`src/rtl/p2p_tag_pkg.sv`:
```
package p2p_tag_pkg;

  // Built depth for a requested depth: 1 stays 1, 2..15 round up to 16.
  function automatic int eff_depth(input int req);
    if (req <= 1)   return 1;
    if (req < 16)   return 16;
    if (req > 8192) return 8192;
    return req;
  endfunction

  // Pointer width, never below one bit.
  function automatic int ptr_bits(input int depth);
    return (depth <= 1) ? 1 : $clog2(depth);
  endfunction

  // Occupancy width able to hold 0..depth.
  function automatic int cnt_bits(input int depth);
    return $clog2(depth + 1);
  endfunction

endpackage

```
`src/rtl/p2p_rst_stretch.sv`:
```
module p2p_rst_stretch #(
  parameter int STRETCH  = 17,
  parameter int ACT_HIGH = 1
) (
  input  logic clk,
  input  logic ext_rst_i,
  output logic rst_o
);
  localparam int CW = $clog2(STRETCH + 1);

  logic          ext_act;
  logic [CW-1:0] hold_cnt;
  logic          rst_q;

  assign ext_act = (ACT_HIGH != 0) ? ext_rst_i : !ext_rst_i;

  always_ff @(posedge clk) begin
    if (ext_act) begin
      hold_cnt <= '0;
      rst_q    <= 1'b1;
    end else if (hold_cnt != CW'(STRETCH)) begin
      hold_cnt <= hold_cnt + 1'b1;
      if (hold_cnt == CW'(STRETCH - 1)) rst_q <= 1'b0;
    end
  end

  assign rst_o = rst_q;

  AST_EXT_HOLDS_RST: assert property (@(posedge clk) ext_act |=> rst_q);
  AST_RELEASE_QUIET: assert property (@(posedge clk) $fell(rst_q) |-> !$past(ext_act));

endmodule

```
`src/rtl/p2p_ptr_ctl.sv`:
```
module p2p_ptr_ctl
  import p2p_tag_pkg::*;
#(
  parameter int DEPTH = 16,
  parameter int PW    = ptr_bits(DEPTH),
  parameter int CW    = cnt_bits(DEPTH)
) (
  input  logic          clk,
  input  logic          rst,
  input  logic          wr_en,
  input  logic          rd_en,
  input  logic          head_vis,
  output logic          push_ev,
  output logic          pop_ev,
  output logic [PW-1:0] wr_ptr,
  output logic [PW-1:0] rd_ptr,
  output logic [PW-1:0] rd_ptr_nxt,
  output logic [CW-1:0] count,
  output logic          full,
  output logic          occ_nz,
  output logic          remain_nz
);

  function automatic logic [PW-1:0] bump(input logic [PW-1:0] p);
    return (p == PW'(DEPTH - 1)) ? '0 : p + 1'b1;
  endfunction

  assign full      = (count == CW'(DEPTH));
  assign occ_nz    = (count != '0);
  assign push_ev   = wr_en && !full;
  assign pop_ev    = rd_en && head_vis;
  assign rd_ptr_nxt = pop_ev ? bump(rd_ptr) : rd_ptr;
  assign remain_nz = ((count - CW'(pop_ev)) != '0);

  always_ff @(posedge clk) begin
    if (rst) begin
      wr_ptr <= '0;
      rd_ptr <= '0;
      count  <= '0;
    end else begin
      if (push_ev) wr_ptr <= bump(wr_ptr);
      rd_ptr <= rd_ptr_nxt;
      case ({push_ev, pop_ev})
        2'b10:   count <= count + 1'b1;
        2'b01:   count <= count - 1'b1;
        default: count <= count;
      endcase
    end
  end

  AST_NO_OVERFLOW: assert property (@(posedge clk) disable iff (rst) count <= CW'(DEPTH));
  AST_BOTH_KEEP_OCC: assert property (@(posedge clk) disable iff (rst) (push_ev && pop_ev) |=> $stable(count));
  AST_FULL_DROPS: assert property (@(posedge clk) disable iff (rst) (full && pop_ev && !push_ev) |=> !full);
  AST_RST_CLEARS: assert property (@(posedge clk) rst |=> (count == '0));

endmodule

```
`src/rtl/p2p_entry_mem.sv`:
```
module p2p_entry_mem #(
  parameter int EW        = 33,
  parameter int DEPTH     = 16,
  parameter int PW        = 4,
  parameter int RAM_STYLE = 0
) (
  input  logic          clk,
  input  logic          rst,
  input  logic          we,
  input  logic [PW-1:0] waddr,
  input  logic [EW-1:0] wdata,
  input  logic [PW-1:0] raddr,
  input  logic [PW-1:0] raddr_nxt,
  input  logic          occ_nz,
  input  logic          remain_nz,
  output logic [EW-1:0] head,
  output logic          head_vis
);

  logic [EW-1:0] store [DEPTH];

  // Storage is never reset.
  always_ff @(posedge clk) begin
    if (we) store[waddr] <= wdata;
  end

  generate
    if (RAM_STYLE == 0) begin : g_reg
      // Asynchronous read: the head is visible as soon as it is counted.
      logic unused_ram_side;
      assign unused_ram_side = ^{raddr_nxt, remain_nz, rst};
      assign head     = store[raddr];
      assign head_vis = occ_nz;
    end else begin : g_ram
      // Synchronous read of the next head. An entry counts as visible only
      // if it was already stored before the edge that loads it.
      logic [EW-1:0] head_q;
      logic          vis_q;
      logic          unused_reg_side;
      assign unused_reg_side = ^{raddr, occ_nz};
      always_ff @(posedge clk) begin
        head_q <= store[raddr_nxt];
        vis_q  <= rst ? 1'b0 : remain_nz;
      end
      assign head     = head_q;
      assign head_vis = vis_q;
    end
  endgenerate

endmodule

```
`src/rtl/p2p_tag_fifo.sv`:
```
module p2p_tag_fifo
  import p2p_tag_pkg::*;
#(
  parameter int DATA_W       = 32,
  parameter int DEPTH_REQ    = 16,
  parameter int CTRL_EN      = 1,
  parameter int RAM_STYLE    = 0,
  parameter int RST_ACT_HIGH = 1,
  parameter int RST_EXTRA    = 17
) (
  input  logic              clk,
  input  logic              ext_rst,
  output logic              link_rst,
  input  logic [DATA_W-1:0] wr_data,
  input  logic              wr_tag,
  input  logic              wr_en,
  output logic              wr_full,
  output logic [DATA_W-1:0] rd_data,
  output logic              rd_tag,
  input  logic              rd_en,
  output logic              rd_exists,
  output logic              irq_has_data,
  output logic              irq_full,
  output logic              irq_tag_head
);
  localparam int DEPTH = eff_depth(DEPTH_REQ);
  localparam int PW    = ptr_bits(DEPTH);
  localparam int CW    = cnt_bits(DEPTH);
  localparam int EW    = DATA_W + ((CTRL_EN != 0) ? 1 : 0);

  // Internal events, named for the assertions.
  logic          push_ev, pop_ev, full_w, occ_nz, remain_nz, head_vis;
  logic [PW-1:0] wr_ptr, rd_ptr, rd_ptr_nxt;
  logic [CW-1:0] count;
  logic [EW-1:0] wentry, head;

  p2p_rst_stretch #(.STRETCH(RST_EXTRA), .ACT_HIGH(RST_ACT_HIGH)) u_rst (
    .clk(clk), .ext_rst_i(ext_rst), .rst_o(link_rst)
  );

  p2p_ptr_ctl #(.DEPTH(DEPTH), .PW(PW), .CW(CW)) u_ptr (
    .clk(clk), .rst(link_rst), .wr_en(wr_en), .rd_en(rd_en), .head_vis(head_vis),
    .push_ev(push_ev), .pop_ev(pop_ev), .wr_ptr(wr_ptr), .rd_ptr(rd_ptr),
    .rd_ptr_nxt(rd_ptr_nxt), .count(count), .full(full_w), .occ_nz(occ_nz),
    .remain_nz(remain_nz)
  );

  p2p_entry_mem #(.EW(EW), .DEPTH(DEPTH), .PW(PW), .RAM_STYLE(RAM_STYLE)) u_mem (
    .clk(clk), .rst(link_rst), .we(push_ev), .waddr(wr_ptr), .wdata(wentry),
    .raddr(rd_ptr), .raddr_nxt(rd_ptr_nxt), .occ_nz(occ_nz), .remain_nz(remain_nz),
    .head(head), .head_vis(head_vis)
  );

  generate
    if (CTRL_EN != 0) begin : g_tag
      assign wentry = {wr_tag, wr_data};
      assign rd_tag = head[EW-1] & head_vis;
    end else begin : g_notag
      logic unused_tag;
      assign unused_tag = wr_tag;
      assign wentry = wr_data;
      assign rd_tag = 1'b0;
    end
  endgenerate

  assign rd_data      = head[DATA_W-1:0];
  assign rd_exists    = head_vis;
  assign wr_full      = full_w;
  assign irq_has_data = head_vis;
  assign irq_full     = full_w;
  assign irq_tag_head = rd_tag & head_vis;

  generate
    if (RAM_STYLE == 0) begin : g_chk_reg
      AST_SHOW_AT_ONCE: assert property (@(posedge clk) disable iff (link_rst)
        (count == '0 && wr_en) |=> rd_exists);
    end else begin : g_chk_ram
      AST_RAM_BUBBLE: assert property (@(posedge clk) disable iff (link_rst)
        (count == '0 && wr_en) |=> !rd_exists);
    end
  endgenerate

  AST_RST_EMPTIES: assert property (@(posedge clk) link_rst |=> (!rd_exists || link_rst) && !wr_full);

endmodule

```
`config.mk`:
```
export PLATFORM = sky130hd
export DESIGN_NAME = p2p_tag_fifo
export DESIGN_NICKNAME = d
export VERILOG_FILES = /design/src/rtl/p2p_tag_pkg.sv /design/src/rtl/p2p_rst_stretch.sv /design/src/rtl/p2p_ptr_ctl.sv /design/src/rtl/p2p_entry_mem.sv /design/src/rtl/p2p_tag_fifo.sv
export SDC_FILE = /design/constraint.sdc
export NUM_CORES = 1
export LEC_CHECK = 0
export CORE_UTILIZATION = 55
export CTS_BUF_LIST = sky130_fd_sc_hd__clkbuf_16
export DETAILED_ROUTE_END_ITERATION = 10
export GPL_TIMING_DRIVEN = 0
export HOLD_SLACK_MARGIN = 0.02
export PLACE_DENSITY = 0.76
export REMOVE_ABC_BUFFERS = 1
export SETUP_SLACK_MARGIN = 0.5
export SLEW_MARGIN = 20
export SYNTH_ARGS = -nofsm -noshare
export SYNTH_HDL_FRONTEND = slang
export SYNTH_SLANG_ARGS = --single-unit
```
`constraint.sdc`:
```
create_clock -name clk -period 4 [get_ports clk]
set_clock_uncertainty 0.2 [all_clocks]
set_input_delay 0.8 -clock clk [delete_from_list [all_inputs] [get_ports clk]]
set_output_delay 0.8 -clock clk [all_outputs]
set_load 0.01 [all_outputs]
```
==> results.cfg, run 1 <==
[die]
die_area_um2 = 39100
initial_core_util_pct = 55.9
die_w_um = 198
num_rows = 71
dieHeight_um = 198
io_pins = 76
core_um2 = 37700

[clocking]
cts.path.max_buffers = 3
cts_tree = done
path_clk_slew_ps = 60
clk_latency_ps = 580
cts_buffers = 53
cts_sinks = 551
root_buffer = clkbuf_16
ctsHtreeMaxLevel = 2

[sta]
tightest_slew_ps = 817
hold_viol_final = 0
finalSetupViolations = 0
rsz0062_at_grt = true
tns_ps = 0
fin_crit_sh_pct = 87.0
slew_viol_final = 0
relSlewSlack_pct = 45.4
fmax_ghz = 0.287
min_period_ps = 3480

[synth]
seq_area_frac_synth_pct = 77.5
synthFlopType = edfxtp_1
synth_cell_types = 49
syn_avg_cell_area_um2 = 21.6
synth_fa_ha_area_share_pct = 0.653
syn_area_um2 = 21100
syn_inst = 974
synth-edff-count = 528
synth_compound_area_share_pct = 3.24
synthXorXnorAreaFrac_pct = 0.374
synth_top_family_by_area = multiplexers
yosys_warnings = 0
synth_mux_area_share_pct = 14.4
async_flop_share_pct = 0
synth-simple-area-share_pct = 2.27
yosys_register_bits = 551

[final_layout]
multi_input_comb_area_um2 = 4740
n_fill_cell = 2231
regArea_um2 = 16300
postLayoutCoreUtil_pct = 68.7
fin_area_um2 = 25900
synthToLayoutAreaGrowth_pct = 22.9
antennaDiodeCount = 0
final_cell_count_no_fill = 1707
drive_gt1_share_pct = 33.7
nNetsFinal = 1199

[setup_path]
critical_path_class = reg2out
cp.arrival_ps = 2480
reg2reg_depth = 10
cp-start-kind = flop
worst-r2r-setup-slack_ps = 920
cp_data_required_time_ps = 3000
r2r_end = u_ptr.count[4]$_SDFFE_PP0P_
reg2reg_from = u_ptr.count[1]$_SDFFE_PP0P_
critPathMaxFanout = 4
crit_path_end_kind = primary output

[power_and_ir_drop]
p_comb_share_pct = 1.9
power.density_nw_per_um2 = 447
seqPwrFrac_pct = 54.9
p_sw_w = 0.00227
p_leak_nw = 8.30
p_int_w = 0.00929
clockPowerShare_pct = 43.3
irDropWorstVdd_v = 0.000291
netSwitchingFraction_pct = 19.7
power.total_w = 0.0116

[global_route]
grt_first_pass_wirelength_um = 73400
antenna_found_initial = 3
gr-total-overflow = 0
grtUsageTotal_pct = 26.6
grt_pass1_vias = 11208
grt_max_degree = 37

[route]
firstDrtPassIters = 5
drc = 0
vias_per_cell = 6.36
antenna_left = 0
totalWireLength_um = 50300
num_vias = 10856
drtIter0Drc = 1239
post_drt_wl_per_cell_um = 29.5

[placement]
place_inst = 1558
gp_congestion = 0.730
post_dp_cell_area_um2 = 23300
numPortBuffers = 75
dp_hpwl_um = 26900

[hold_path]
whs_path_depth = 2
min_from = u_ptr.rd_ptr[1]$_SDFFE_PP0N_
holdCritPathClass = reg2reg

[status]
outcome = finished clean

[flow_run]
max-cap-violations = 0
[power groups by stage]
stage	registers [W]	logic (W)	clock network, W
after floorplan	0.00647	0.0000632	0
final	0.00634	0.000215	0.00501
after detailed placement	0.00647	0.000222	0
after CTS	0.00635	0.000215	0.00500
after global routing	0.00634	0.000231	0.00526
after global placement	0.00647	0.000204	0
[metal layers]
layer  GRT usage, %  vias to the layer above  wire (um)  share of wire [%]
met5              0                        -         49              0.097
met4           10.2                        6       1750                3.5
met3           4.23                      130       4340                8.6
met2           44.6                      639      25400                 51
met1           35.4                     5635      18700                 37
li1               -                     4446          -                  -
[layout make-up]
cell class	count	share of cell area, %
sequential	551	63.1
multi-input combinational	356	18.3
timing repair buffer	180	9.30
clock buffer	55	5.32
tap	511	2.47
clock inverter	45	1.39
inverter	9	0.150
[state kept, by name, summed over array words and instances, names as in the netlist, named ones only]
register,flops
u_ptr.count,5
u_rst.rst_o,1
u_rst.hold_cnt,5
u_ptr.rd_ptr,4
u_ptr.wr_ptr,4
u_mem.store,528
[how the worst max path moves through the flow]
stage | from | endpoint | depth (start not counted)
final | flop | rd_data[12] | 7
after detailed placement | flop | rd_data[3] | 6
after global routing | flop | rd_data[12] | 7
after floorplan | flop | irq_tag_head | 4
after CTS | flop | rd_data[10] | 7
after global placement | flop | rd_data[11] | 4
[cells in the mapped netlist, types with 2 or more instances]
cell type	n	share of area [%]
a21o_1	2	0.071
a21oi_1	10	0.24
a22oi_1	64	2.3
a31oi_1	2	0.059
and3_1	2	0.059
buf_1	4	0.071
buf_2	17	0.40
buf_4	9	0.32
buf_6	2	0.11
clkbuf_1	26	0.46
dfxtp_1	23	2.2
edfxtp_1	528	75
ha_1	11	0.65
inv_1	8	0.14
mux2_2	4	0.21
mux2i_1	7	0.33
mux4_2	130	14
nand2_1	40	0.71
nand2b_1	3	0.089
nand3_1	9	0.21
nor2_1	25	0.45
nor2b_1	4	0.12
nor3_1	8	0.19
o21ai_0	3	0.071
or3_1	2	0.059
xnor2_1	3	0.12
xor2_1	6	0.25
[layout by cell type, fill, tap and decap left out, types with 6 or more instances in the layout]
cell type        count
a22oi_1             29
buf_16              29
a22oi_2             35
buf_4               40
buf_12              20
nor2_4              13
clkbuf_16           57
nor2_1              12
nand2_1             37
buf_6               13
mux4_2             130
inv_1               21
dfxtp_1             20
xor2_1               6
clkinv_2             6
clkbuf_2            16
edfxtp_1           528
dlygate4sd2_1        9
bufinv_16            6
clkinv_1            14
nand3_1              9
clkdlybuf4s50_1     41
mux2i_1              7
a21oi_1             10
ha_1                11
[logic make-up (layout without fill, tap and decap cells)]
kind of cell,count (synthesis),count (layout)
flip-flops,551,551
XOR/XNOR,9,9
adder cells (fa/ha/maj),11,11
AND/OR/NAND/NOR,103,103
buffers and inverters,67,289
multiplexers,141,141
AO/OA/AOI/OAI,92,92
[critical path, cell delays in order (launching register included)]
cell and delay [ps]:
dfxtp_4 430, buf_4 150, buf_12 140, buf_16 150, mux4_2 510, a22oi_2 160
nand2_1 60, dlygate4sd2_1 290
[per-stage QoR]
stage	hold WS (ps)	worst slack [ps]
global placement	293	-6210
floorplan	263	-3310
CTS	310	376
global route	334	457
detailed placement	303	343
finish	297	519
[timing repair]
item	CTS	global route
gates cloned	9	2
hold buffers	0	0
endpoints found under the hold margin	0	0
setup buffers	31	7
pin swaps	10	14
gates resized for setup	100	54
setup endpoints to repair	34	34
No activity file was read; power rests on OpenSTA's default activity.
==> inputs of run 2 (changes only) <==
CORE_ASPECT_RATIO = 0.9   (was default)
CORE_UTILIZATION = 56   (was 55)
PLACE_DENSITY = 0.85   (was 0.76)
clock period = 4.3 ns   (was 4 ns; I/O delays follow)
==> run 2 against run 1 <==
Compared with the run above: the flow now finishes with violations (DRC); combinational power down 3%; critical endpoint is now rd_data[10]; routed wire length up 8.1%; cell count down 2.1%; sequential power down 6.9%; setup slack worse by 63 ps; core utilization up 0.46 points; sequential share of layout area up 0.47 points; die area down 1.8%.
==> results.cfg, run 2 (synthesis results as in run 1) <==
[die]
dieHeight_um = 186
core_um2 = 37100
die_area_um2 = 38400
io_pins = 76
num_rows = 67
initial_core_util_pct = 56.7
die_w_um = 206

[final_layout]
largest_reg_flops = 528
final_common_cell = edfxtp_1
synthToLayoutAreaGrowth_pct = 22.0
nNetsFinal = 1196
mostFrequentLayoutCells = edfxtp_1, mux4_2, clkdlybuf4s50_1
top_regs = u_mem.store x528, u_ptr.count x5, u_rst.hold_cnt x5
postLayoutCoreUtil_pct = 69.2
drive_gt1_share_pct = 29.5
regMostFlops = u_mem.store
antennaDiodeCount = 0
final_cell_count_no_fill = 1671

[clocking]
cts_buffers = 51
ctsHtreeMaxLevel = 2
cts_hold_buf = 0
clk_latency_ps = 600
path_clk_slew_ps = 60
root_buffer = clkbuf_16
cts.path.max_buffers = 3
cts_tree = done
cts_sinks = 551

[sta]
min_period_ps = 3840
setup_ws_ps = 456
hold_viol_final = 0
slew_viol_final = 0
fmax_ghz = 0.260
fin_crit_sh_pct = 89.4
tightest_slew_ps = 885
relSlewSlack_pct = 40.7
rsz0062_at_grt = true
finalSetupViolations = 0
tns_ps = 0

[setup_path]
crit_path_end_kind = primary output
cp_data_required_time_ps = 3240
cp.arrival_ps = 2780
critical_path_class = reg2out
crit_path_end = rd_data[10]
reg2reg_depth = 10
critPathMaxFanout = 11
reg2reg_from = u_ptr.count[1]$_SDFFE_PP0P_
r2r_end = u_ptr.count[4]$_SDFFE_PP0P_
cp-start-kind = flop
worst-r2r-setup-slack_ps = 1210

[status]
violations = DRC
outcome = finished with violations

[placement]
numPortBuffers = 75
place_ws_ps = -51.1
place_inst = 1530
dp_hpwl_um = 29200
gp_congestion = 0.758

[power_and_ir_drop]
seqPwrFrac_pct = 56.5
netSwitchingFraction_pct = 20.3
p_comb_share_pct = 2.0
p_sw_w = 0.00212
p_leak_nw = 8.32
clockPowerShare_pct = 41.5
irDropWorstVdd_v = 0.000320
p_int_w = 0.00832
power.density_nw_per_um2 = 406

[route]
drc = 10
drtIter0Drc = 1341
num_vias = 11182
post_drt_wl_per_cell_um = 32.5
vias_per_cell = 6.69
firstDrtPassIters = 8
totalWireLength_um = 54300
antenna_left = 0

[hold_path]
holdCritPathClass = reg2reg

[global_route]
grt_first_pass_wirelength_um = 76200
antenna_found_initial = 0
grt_pass1_vias = 11587
grtUsageTotal_pct = 28.7
grt_max_degree = 51
gr-total-overflow = 0

[flow_run]
max-cap-violations = 0
==> run 2: cell types whose count changed in the layout (fill, tap and decap cells not counted), sizes merged, moves of 2 or more <==
cell	change
clkbuf	-22
clkdlybuf4s50	+11
dlymetal6s2s	+7
dlygate4sd2	+4
bufinv	-3
clkinvlp	-3
buf	-2
clkdlybuf4s15	-2
inv	+2
==> run 2: per-stage QoR <==
step                      cell area [um^2]  total power, W  hold WS [ps]
after CTS                            25400          0.0104           297
after detailed placement             23400         0.00622           289
after global routing                 25700          0.0107           333
after global placement               22100         0.00621           289
after floorplan                      20800         0.00608           263
final                                25700          0.0104           314
==> run 2: worst min-delay path by stage <==
stage	start	to	slack (ps)	cells after the start
2_1_floorplan	u_ptr.rd_ptr[1]$_SDFFE_PP0N_	flop	260	2
3_3_place_gp	u_ptr.rd_ptr[1]$_SDFFE_PP0N_	u_ptr.rd_ptr[1]$_SDFFE_PP0N_	290	2
3_5_place_dp	u_ptr.rd_ptr[1]$_SDFFE_PP0N_	flop	290	2
4_1_cts	u_ptr.rd_ptr[1]$_SDFFE_PP0N_	flop	300	2
5_1_grt	u_ptr.rd_ptr[1]$_SDFFE_PP0N_	flop	330	2
6_report	u_ptr.rd_ptr[1]$_SDFFE_PP0N_	flop	310	2
==> run 2: worst max-delay path, stage by stage (launching register included) <==
cell             delay (ps)
dfxtp_4                 400
buf_16                  150
buf_12                  160
mux4_2                  570
a22oi_1                 260
nand2_1                 140
clkdlybuf4s50_1         500
==> run 2: cell type report <==
cell class / count / area (um^2)
clock buffers: 51 / 1280
clock inverters: 42 / 312
fillers: 2086 / 11400
inverters: 9 / 38.8
multi-input cells: 356 / 4650
flip-flops and latches: 551 / 16300
well taps: 483 / 604
repair buffers: 179 / 2480
==> run 2: timing repair <==
item / in CTS / in global routing
setup buffers: 25 / 19
gates resized for setup: 35 / 25
endpoints found under the setup margin: 34 / 24
pin swaps: 1 / 5
cloned: 4 / 0
==> run 2: routing by layer <==
metal / part of all wire (%) / track usage (%) / up-vias
li1: - / - / 4420
met1: 35 / 35.8 / 5740
met2: 51 / 49.2 / 869
met3: 9.8 / 5.46 / 153
met4: 4.1 / 12.2 / 0
met5: 0 / 0 / -
==> run 2: power by group through the flow <==
stage	sequential [W]	clock [W]	combinational [W]
finish	0.00590	0.00433	0.000209
CTS	0.00590	0.00433	0.000206
detailed placement	0.00602	0	0.000207
floorplan	0.00602	0	0.0000588
global placement	0.00602	0	0.000189
global route	0.00590	0.00455	0.000222
